$ cat src/rtl/cfg2w_pkg.sv
package cfg2w_pkg;
  typedef struct packed {
    logic shiftBit;
    logic clrPtr;
    logic commitByte;
  } dpStrobe_t;

  typedef enum logic [1:0] {ST_IDLE, ST_BITS, ST_ACK, ST_IGNORE} rxState_t;
endpackage

$ cat src/rtl/cfg2w_filter.sv
module cfg2w_filter #(
  parameter int W = 2
) (
  input  logic         clk,
  input  logic         rstN,
  input  logic [W-1:0] rawIn,
  output logic [W-1:0] cleanOut
);
  for (genvar g = 0; g < W; g++) begin : g_line
    logic [1:0] syncQ;
    logic [2:0] hist;
    logic       outQ;
    logic       vote;

    assign vote = (hist[0] & hist[1]) | (hist[0] & hist[2]) | (hist[1] & hist[2]);

    always_ff @(posedge clk or negedge rstN) begin
      if (!rstN) begin
        syncQ <= 2'b11;
        hist  <= 3'b111;
        outQ  <= 1'b1;
      end else begin
        syncQ <= {syncQ[0], rawIn[g]};
        hist  <= {hist[1:0], syncQ[1]};
        outQ  <= vote;
      end
    end

    assign cleanOut[g] = outQ;
  end
endmodule

$ cat src/rtl/cfg2w_datapath.sv
module cfg2w_datapath
  import cfg2w_pkg::*;
#(
  parameter int NUM_REGS = 7,
  parameter logic [NUM_REGS*8-1:0] REG_DEFAULTS = 56'h00_01_3F_FF_3F_0F_00
) (
  input  logic                  clk,
  input  logic                  rstN,
  input  dpStrobe_t             strb,
  input  logic                  sdaBit,
  output logic [7:0]            rxByte,
  output logic [NUM_REGS*8-1:0] regsOut
);
  localparam int PTR_W = $clog2(NUM_REGS + 1);

  logic [7:0]       shiftQ;
  logic [PTR_W-1:0] ptr;

  always_ff @(posedge clk or negedge rstN) begin
    if (!rstN) shiftQ <= 8'h00;
    else if (strb.shiftBit) shiftQ <= {shiftQ[6:0], sdaBit};
  end

  always_ff @(posedge clk or negedge rstN) begin
    if (!rstN) ptr <= '0;
    else if (strb.clrPtr) ptr <= '0;
    else if (strb.commitByte && ptr < PTR_W'(NUM_REGS)) ptr <= ptr + PTR_W'(1);
  end

  assign rxByte = shiftQ;

  for (genvar g = 0; g < NUM_REGS; g++) begin : g_reg
    logic [7:0] q;
    always_ff @(posedge clk or negedge rstN) begin
      if (!rstN) q <= REG_DEFAULTS[g*8 +: 8];
      else if (strb.commitByte && ptr == PTR_W'(g)) q <= shiftQ;
    end
    assign regsOut[g*8 +: 8] = q;
  end

  // once the file is full, a commit strobe writes nothing
  p_full_no_write_r5: assert property (@(posedge clk) disable iff (!rstN)
    (strb.commitByte && ptr == PTR_W'(NUM_REGS)) |=> $stable(regsOut));

  // registers only move on a commit strobe from the control
  p_write_needs_commit_r3: assert property (@(posedge clk) disable iff (!rstN)
    !strb.commitByte |=> $stable(regsOut));
endmodule

$ cat src/rtl/cfg2w_ctrl.sv
module cfg2w_ctrl
  import cfg2w_pkg::*;
#(
  parameter logic [7:0] DEV_ADDR = 8'hD2
) (
  input  logic      clk,
  input  logic      rstN,
  input  logic      sclF,
  input  logic      sdaF,
  input  logic [7:0] rxByte,
  output dpStrobe_t strb,
  output logic      sdaPullLow
);
  rxState_t   state;
  logic [3:0] bitCnt;
  logic [1:0] hdrCnt;
  logic       ackQ;
  logic       sclPrev;
  logic       sdaPrev;

  logic sclRise, sclFall, startDet, stopDet, byteDone, addrOk;

  assign sclRise  = sclF & ~sclPrev;
  assign sclFall  = ~sclF & sclPrev;
  assign startDet = sclF & sclPrev & sdaPrev & ~sdaF;
  assign stopDet  = sclF & sclPrev & ~sdaPrev & sdaF;
  assign byteDone = (state == ST_BITS) && (bitCnt == 4'd8) && sclFall;
  assign addrOk   = (hdrCnt != 2'd0) || (rxByte == DEV_ADDR);

  always_comb begin
    strb.shiftBit   = (state == ST_BITS) && sclRise && (bitCnt < 4'd8);
    strb.clrPtr     = startDet;
    strb.commitByte = byteDone && (hdrCnt == 2'd3);
  end

  always_ff @(posedge clk or negedge rstN) begin
    if (!rstN) begin
      sclPrev <= 1'b1;
      sdaPrev <= 1'b1;
    end else begin
      sclPrev <= sclF;
      sdaPrev <= sdaF;
    end
  end

  always_ff @(posedge clk or negedge rstN) begin
    if (!rstN) begin
      state  <= ST_IDLE;
      bitCnt <= 4'd0;
      hdrCnt <= 2'd0;
      ackQ   <= 1'b0;
    end else if (startDet) begin
      state  <= ST_BITS;
      bitCnt <= 4'd0;
      hdrCnt <= 2'd0;
      ackQ   <= 1'b0;
    end else if (stopDet) begin
      state <= ST_IDLE;
      ackQ  <= 1'b0;
    end else begin
      case (state)
        ST_BITS: begin
          if (strb.shiftBit) bitCnt <= bitCnt + 4'd1;
          if (byteDone) begin
            if (addrOk) begin
              ackQ   <= 1'b1;
              state  <= ST_ACK;
              bitCnt <= 4'd0;
              if (hdrCnt != 2'd3) hdrCnt <= hdrCnt + 2'd1;
            end else begin
              state <= ST_IGNORE;
            end
          end
        end
        ST_ACK: begin
          if (sclFall) begin
            ackQ  <= 1'b0;
            state <= ST_BITS;
          end
        end
        default: ;
      endcase
    end
  end

  assign sdaPullLow = ackQ;

  // the acknowledge pull only starts or ends while the clock line is low
  p_ack_edges_scl_low_r4: assert property (@(posedge clk) disable iff (!rstN)
    (ackQ != $past(ackQ)) |-> !sclF);

  // after an address mismatch the block stays silent and writes nothing
  p_ignore_silent_r2: assert property (@(posedge clk) disable iff (!rstN)
    (state == ST_IGNORE) |-> (!ackQ && !strb.commitByte));

  // an acknowledge follows eight received bits
  p_ack_after_eight_r4: assert property (@(posedge clk) disable iff (!rstN)
    $rose(ackQ) |-> ($past(bitCnt) == 4'd8));
endmodule

$ cat src/rtl/cfg2w_rx.sv
module cfg2w_rx
  import cfg2w_pkg::*;
#(
  parameter int NUM_REGS = 7,
  parameter logic [7:0] DEV_ADDR = 8'hD2,
  parameter logic [NUM_REGS*8-1:0] REG_DEFAULTS = 56'h00_01_3F_FF_3F_0F_00
) (
  input  logic                  clk,
  input  logic                  rstN,
  input  logic                  sclIn,
  input  logic                  sdaIn,
  output logic                  sdaPullLow,
  output logic [NUM_REGS*8-1:0] cfgRegs
);
  logic [1:0] cleanLines;
  logic       sclF;
  logic       sdaF;
  logic [7:0] rxByte;
  dpStrobe_t  strb;

  cfg2w_filter #(.W(2)) filt_i (
    .clk(clk), .rstN(rstN), .rawIn({sclIn, sdaIn}), .cleanOut(cleanLines)
  );

  assign sclF = cleanLines[1];
  assign sdaF = cleanLines[0];

  cfg2w_ctrl #(.DEV_ADDR(DEV_ADDR)) ctrl_i (
    .clk(clk), .rstN(rstN), .sclF(sclF), .sdaF(sdaF), .rxByte(rxByte),
    .strb(strb), .sdaPullLow(sdaPullLow)
  );

  cfg2w_datapath #(.NUM_REGS(NUM_REGS), .REG_DEFAULTS(REG_DEFAULTS)) dp_i (
    .clk(clk), .rstN(rstN), .strb(strb), .sdaBit(sdaF),
    .rxByte(rxByte), .regsOut(cfgRegs)
  );
endmodule

$ cat config.mk
export PLATFORM = sky130hd
export DESIGN_NAME = cfg2w_rx
export DESIGN_NICKNAME = d
export VERILOG_FILES = /design/src/rtl/cfg2w_pkg.sv /design/src/rtl/cfg2w_filter.sv /design/src/rtl/cfg2w_datapath.sv /design/src/rtl/cfg2w_ctrl.sv /design/src/rtl/cfg2w_rx.sv
export SDC_FILE = /design/constraint.sdc
export NUM_CORES = 1
export LEC_CHECK = 0
export ABC_AREA = 1
export BUFFER_PORTS_ARGS = -buffer_cell sky130_fd_sc_hd__buf_2
export CAP_MARGIN = 15
export CORE_MARGIN = 2
export CORE_UTILIZATION = 40
export CTS_BUF_LIST = sky130_fd_sc_hd__clkbuf_4 sky130_fd_sc_hd__clkbuf_8
export DETAILED_ROUTE_END_ITERATION = 10
export GPL_TIMING_DRIVEN = 0
export PLACE_DENSITY_LB_ADDON = 0.2
export SYNTH_ARGS = -nofsm -noshare
export SYNTH_HDL_FRONTEND = slang
export SYNTH_SLANG_ARGS = --single-unit
$ cat constraint.sdc
create_clock -name clk -period 1.8 [get_ports clk]
set_input_delay 0.18 -clock clk [delete_from_list [all_inputs] [get_ports clk]]
set_output_delay 0.18 -clock clk [all_outputs]
set_load 0.02 [all_outputs]
After elaboration in Yosys (flattened, before gate mapping)
Index checks and enable logic that the tools add are counted.
{"block": "op_classes", "add_sub_neg": 3, "magnitude_cmp": 2, "eq_ne": 16, "muxes": 26, "n_bitwise": 21, "n_reduce_logical": 26}
{"operator": "2-to-1 mux 4 bit", "count": 6}
{"operator": "2-to-1 mux 2 bit", "count": 10}
{"operator": "bitwise AND 1 bit", "count": 13}
{"operator": "logical AND 1 bit", "count": 13}
{"operator": "!= test 4 x 1 -> 1 bit, second input constant", "count": 3}
{"operator": "nonzero test 2 bit", "count": 6}
{"operator": "equality test 3 bit, second input constant", "count": 3}
{"operator": "equality test 8 bit, second input constant", "count": 1}
{"operator": "equality test 3 x 2 -> 1 bit, second input constant", "count": 2}
{"operator": "2-to-1 mux 1 bit", "count": 6}
{"operator": "2-to-1 mux 3 bit", "count": 2}
{"operator": "AND reduction 5 bit", "count": 1}
{"operator": "adder 4 x 1 -> 4 bit, second input constant", "count": 1}
{"operator": "equality test 2 bit, second input constant", "count": 2}
{"operator": "equality test 4 bit, second input constant", "count": 1}
{"operator": "< comparator 4 bit, second input constant", "count": 1}
{"operator": "inverter 1 bit", "count": 4}
{"operator": "OR 1 bit", "count": 4}
{"operator": "case mux 2 bit (2 select lines)", "count": 1}
{"operator": "AND reduction 4 bit", "count": 1}
{"operator": "nonzero test 4 bit", "count": 1}
{"operator": "adder 3 x 1 -> 3 bit, second input constant", "count": 1}
{"operator": "equality test 3 x 1 -> 1 bit, second input constant", "count": 1}
{"operator": "zero test 3 bit", "count": 1}
{"operator": "9 further kinds", "count": 9}
{"block": "word_totals", "regBits": 90, "in_bits": 4}

Logic depth before layout (Yosys ltp)
{"block": "logic_depth", "ltp_word": 10, "mapped_depth": 12}

Modules after synthesis
A second synthesis with hierarchy kept.
{"block": "hier_totals", "hier_cells": 365, "area_unflattened_um2": 3664.8}
{"mod": "cfg2w_datapath", "n_inst": 1, "cells_per_inst": 243, "area_per_inst_um2": 2538.7, "seq_area_each_um2": 1707.9}
{"mod": "cfg2w_ctrl", "n_inst": 1, "cells_per_inst": 100, "area_per_inst_um2": 753.2, "seq_area_each_um2": 277.8}
{"mod": "cfg2w_filter", "n_inst": 1, "cells_per_inst": 22, "area_per_inst_um2": 372.9, "seq_area_each_um2": 315.3}

Worst setup path before layout
Ideal clock, no wire load.
{"block": "synth_path", "kind": "flip-flop to flip-flop", "startpoint": "reg ctrl_i.state[1]", "endpoint": "reg dp_i.g_reg[3].q[5]", "arrival_time_ps": 1402, "required_ps": 1722, "slack_ps": 320, "stages_incl_launch_ff": 13, "path_buffers": 1, "synth_period_minus_slack_ps": 1480, "cell_sequence": "dfrtp_1 inv_1 ha_1 nand2_1 nor2_2 nand2_2 inv_6 nand2_8 clkinv_4 nand2_4 buf_6 nand2_2 o21ai_2"}
{"block": "synth_between", "elab_chain_len": 5}
{"element": "from (decl)", "line_no": "cfg2w_ctrl.sv:14", "rtl": "rxState_t state;"}
{"element": "from (signal assigned)", "line_no": "cfg2w_ctrl.sv:48", "rtl": "state <= ST_IDLE;"}
{"element": "from (signal assigned)", "line_no": "cfg2w_ctrl.sv:53", "rtl": "state <= ST_BITS;"}
{"element": "from (signal assigned)", "line_no": "cfg2w_ctrl.sv:58", "rtl": "state <= ST_IDLE;"}
{"element": "equality test 2 x 1 -> 1 bit", "line_no": "cfg2w_ctrl.sv:27", "rtl": "assign byteDone = (state == ST_BITS) && (bitCnt == 4'd8) && sclFall;"}
{"element": "logical AND 1 bit (2 in series)", "line_no": "cfg2w_ctrl.sv:27"}
{"element": "logical AND 1 bit", "line_no": "cfg2w_ctrl.sv:33", "rtl": "strb.commitByte = byteDone && (hdrCnt == 2'd3);"}
{"element": "logical AND 1 bit", "line_no": "cfg2w_datapath.sv:36", "rtl": "else if (strb.commitByte && ptr == PTR_W'(g)) q <= shiftQ;"}
{"element": "to (signal assigned)", "line_no": "cfg2w_datapath.sv:35", "rtl": "if (!rstN) q <= REG_DEFAULTS[g*8 +: 8];"}
{"element": "to (signal assigned)", "line_no": "cfg2w_datapath.sv:36"}
{"element": "to (decl)", "line_no": "cfg2w_datapath.sv:33", "rtl": "logic [7:0] q;"}
Every way passes these cells.
A chain may end at the register's enable or synchronous reset.

Worst setup path in the final report
{"block": "layout_path", "startpoint": "reg ctrl_i.state[1]", "endpoint": "reg dp_i.g_reg[2].q[6]"}
{"block": "layout_between", "elab_chain_len": 5}
{"element": "equality test 2 x 1 -> 1 bit", "line_no": "cfg2w_ctrl.sv:27"}
{"element": "logical AND 1 bit (2 in series)", "line_no": "cfg2w_ctrl.sv:27"}
{"element": "logical AND 1 bit", "line_no": "cfg2w_ctrl.sv:33"}
{"element": "logical AND 1 bit", "line_no": "cfg2w_datapath.sv:36"}
{"element": "to (signal assigned)", "line_no": "cfg2w_datapath.sv:35"}
{"element": "to (signal assigned)", "line_no": "cfg2w_datapath.sv:36"}
{"element": "to (decl)", "line_no": "cfg2w_datapath.sv:33"}
Every way passes these cells.

==> run_results.csv <==
group,metric,value,unit
run_status,run_status,"complete, no violations",
synthesis,async_flop_share,1.00,
setup_path,start_kind,"register",
global_route,grt_busiest_layer,"met2",
sta,hold_viol,0,
setup_path,cp.required,2.05,ns
power,p_leak,0.00240,uW
place,gp_congestion,0.784,
global_route,use_met2,0.249,
setup_path,end_kind,"register",
synthesis,yosys.area.top_type,"dfrtp_1",
clock_network,cts_tree,"built",
route,ant_nets,0,
clock_network,insertion_delay,0.35,ns
sta,slew_viol_final,0,
sta,finalSetupViolations,0,
setup_path,crit_top_cell,"nand2_1",
clock_network,clk_pin_slew,0.09,ns
finish,fill_cells,906,
finish,final_cell_mix,"nand2_1 (157), buf_2 (59), dfrtp_1 (51)",
sta,period_share,0.921,
sta,rsz0062_at_grt,"yes",
synthesis,synth_fp_nets,403,
route,first_pass_iters,4,
finish,fin_util,0.489,
global_route,grt_pass1_wl,13.2,mm
floorplanning,dieArea,10300,um^2
global_route,gr-usage-all-layers,0.164,
finish,multi_input_area,1360,um^2
power,power_density,990,nW/um^2
finish,mostFrequentLayoutCell,"nand2_1",
global_route,grt_max_degree,61,
route,routed_wl,7.58,mm
hold_path,hp-class,"in -> async",
sta,min_period,1.66,ns
sta,max_freq,0.603,GHz
finish,fin_cells,595,
synthesis,synth_edf_count,0,
synthesis,ys_seq_area_frac,0.604,
setup_path,crit_fanout,8,
sta,relSlewSlack,0.721,
clock_network,cts.htree.levels,3,
finish,insertedDiodeCount,0,
place,port_buffers,60,
setup_path,cpMaxStageDelayCell,"dfrtp_1",
place,dp_slack,0.101,ns
route,vias_per_cell,4.48,
synthesis,ys_dominant_reg_cell,"dfrtp_1",
route,vias,2663,
synthesis,yosys_warnings,0,
synthesis,yosysTopAreaCellShare,0.335,
sta,fin_skew,0.0111,ns
global_route,antenna_found_initial,0,
route,route.detailed.drc,0,
clock_network,cts_buffers,9,
sta,setup_slack,0.142,ns
floorplanning,initial_core_util,0.412,
setup_path,regToRegSetupSlack,0.14,ns
global_route,grtUsageMet1,0.229,
synthesis,synthesis.area,3810,um^2
clock_network,post-cts-setup-buffers,0,
synthesis,ys_ff_latch,90,
synthesis,synth_cell_types,30,
route,drt_iter0_markers,91,
floorplanning,ioPinCount,61,
floorplanning,core_area,9240,um^2
floorplanning,rows,35,
place,placedCellCount,578,
floorplanning,die_h,102,um
clock_network,clock_sinks,90,
place,dpl-instance-area,4300,um^2
finish,fin_nets,476,
floorplanning,fp.dieW,102,um
setup_path,slowest_delay,0.41,ns
synthesis,netlist_instances,388,
finish,drive_gt1_frac,0.322,
setup_path,path_cells,"inv_1 > ha_2 > nand2_1 > nor2_2 > nand2_2 > inv_6 > nand2_8 > clkinv_4 > nand3_2 > nand2_1 > nand2_1",
global_route,grt_pass1_vias,2706,
route,wl_per_cell,12.7,um
global_route,grt_overflow,0,
power,ir_drop,0.575,mV
finish,regArea,2300,um^2
setup_path,crit_type,"reg -> reg",
global_route,grt_use_met3,0.0518,
clock_network,cts_root_buf,"clkbuf_8",
setup_path,arrival,1.91,ns
synthesis,synth_area_per_cell,9.81,um^2
clock_network,max-clock-path-buffers,2,
finish,syn2layout_area_growth,18.7,%
finish,fin_area,4520,um^2
sta,hold_ws,0.303,ns
place,dp.final_hpwl,5.47,mm
sta,worst_pin_slew,0.419,ns
synthesis,synth_area_leaders,"dfrtp_1 (34%), dfstp_2 (27%), nand2_1 (16%)",
flow_run,cap_violations,0,
[flip-flops by register name, indices dropped and copies added, names as in the netlist]
register             cells
ctrl_i.state             2
dp_i.rxByte              8
ctrl_i.sclPrev           1
ctrl_i.hdrCnt            2
dp_i.g.q                56
filt_i.g_line.syncQ      4
dp_i.ptr                 3
filt_i.g_line.hist       6
ctrl_i.bitCnt            4
filt_i.g_line.outQ       2
ctrl_i.sdaPullLow        1
ctrl_i.sdaPrev           1
[cells by family (layout without fill, tap and decap cells)]
group | Yosys count | count (layout) | share of synthesized area
AOI/OAI and AO/OA | 48 | 48 | 0.0710
xor gates and xnor gates | 2 | 2 | 0.00460
adders and majority gates | 13 | 13 | 0.0414
buffers and inverters | 36 | 114 | 0.0427
DFF | 90 | 90 | 0.604
and+or+nand+nor | 199 | 199 | 0.236
[critical path: cells and delay by family, from the launching register on]
kind	cells	cell delay, ns
fa+ha+maj	1	0.19
buf+inv	3	0.28
flops	1	0.41
simple gates	7	0.69
[routing by layer]
layer	routed length, um	vias to the layer above
li1	-	1373
met1	3840	1234
met2	3280	54
met3	420	2
met4	36	0
met5	0	-
[metrics by stage]
| step | power (uW) | TNS (ns) |
|---|---|---|
| floorplan | 2940 | 0 |
| global placement | 3170 | -13.34 |
| detailed placement | 3200 | 0 |
| CTS | 4540 | 0 |
| global route | 4790 | -0.0278 |
| finish | 4480 | 0 |
[where the power goes]
group / total (uW) / internal (uW) / leakage [uW] / switching, uW
sequential: 2400 / 2200 / 0.00110 / 196
clock: 1310 / 557 / 0.0000948 / 754
combinational: 766 / 267 / 0.00121 / 499
total: 4480 / 3030 / 0.00240 / 1450
[cell usage after synthesis, types with 2 or more instances]
master,instances
nand2_1,158
dfrtp_1,51
dfstp_2,39
o21ai_0,28
inv_1,26
nor2_1,18
ha_1,11
o21ai_1,8
o21ai_2,8
nand3_1,5
a21oi_1,4
nand2_2,3
nand3_2,3
buf_2,2
buf_6,2
clkbuf_1,2
inv_2,2
maj3_1,2
nand4_4,2
nor2_4,2
nor2_8,2
xor2_1,2
[cell type report]
class                   instances  share of cell area
flip-flops and latches         90               0.509
clock buffers                  10              0.0304
clock inverters                 6              0.0111
plain buffers                   4             0.00692
repair buffers                 64              0.0797
well taps                     129              0.0357
multi-input cells             262               0.300
inverters                      30              0.0271
[timing repair]
action                                 in CTS  in global routing
endpoints found under the hold margin      19                  0
setup endpoints to repair                   0                 23
gates resized for setup                     0                  8
hold buffers                                3                  0
[worst paths after layout]
path / start / endpoint / cells after the start
setup / recovery: ctrl_i.state[1] / dp_i.g_reg[2].q[6] / 11
hold / removal: rstN / dp_i.ptr[1] / 2
setup reg to reg: ctrl_i.state[1] / dp_i.g_reg[2].q[6] / 11
hold reg to reg: filt_i.g_line[0].syncQ[1] / filt_i.g_line[0].hist[0] / 0
max in group asynchronous: rstN / dp_i.g_reg[3].q[2] / 3
min in group clk: filt_i.g_line[0].syncQ[1] / filt_i.g_line[0].hist[0] / 0
(Power assumes the default switching activity.)
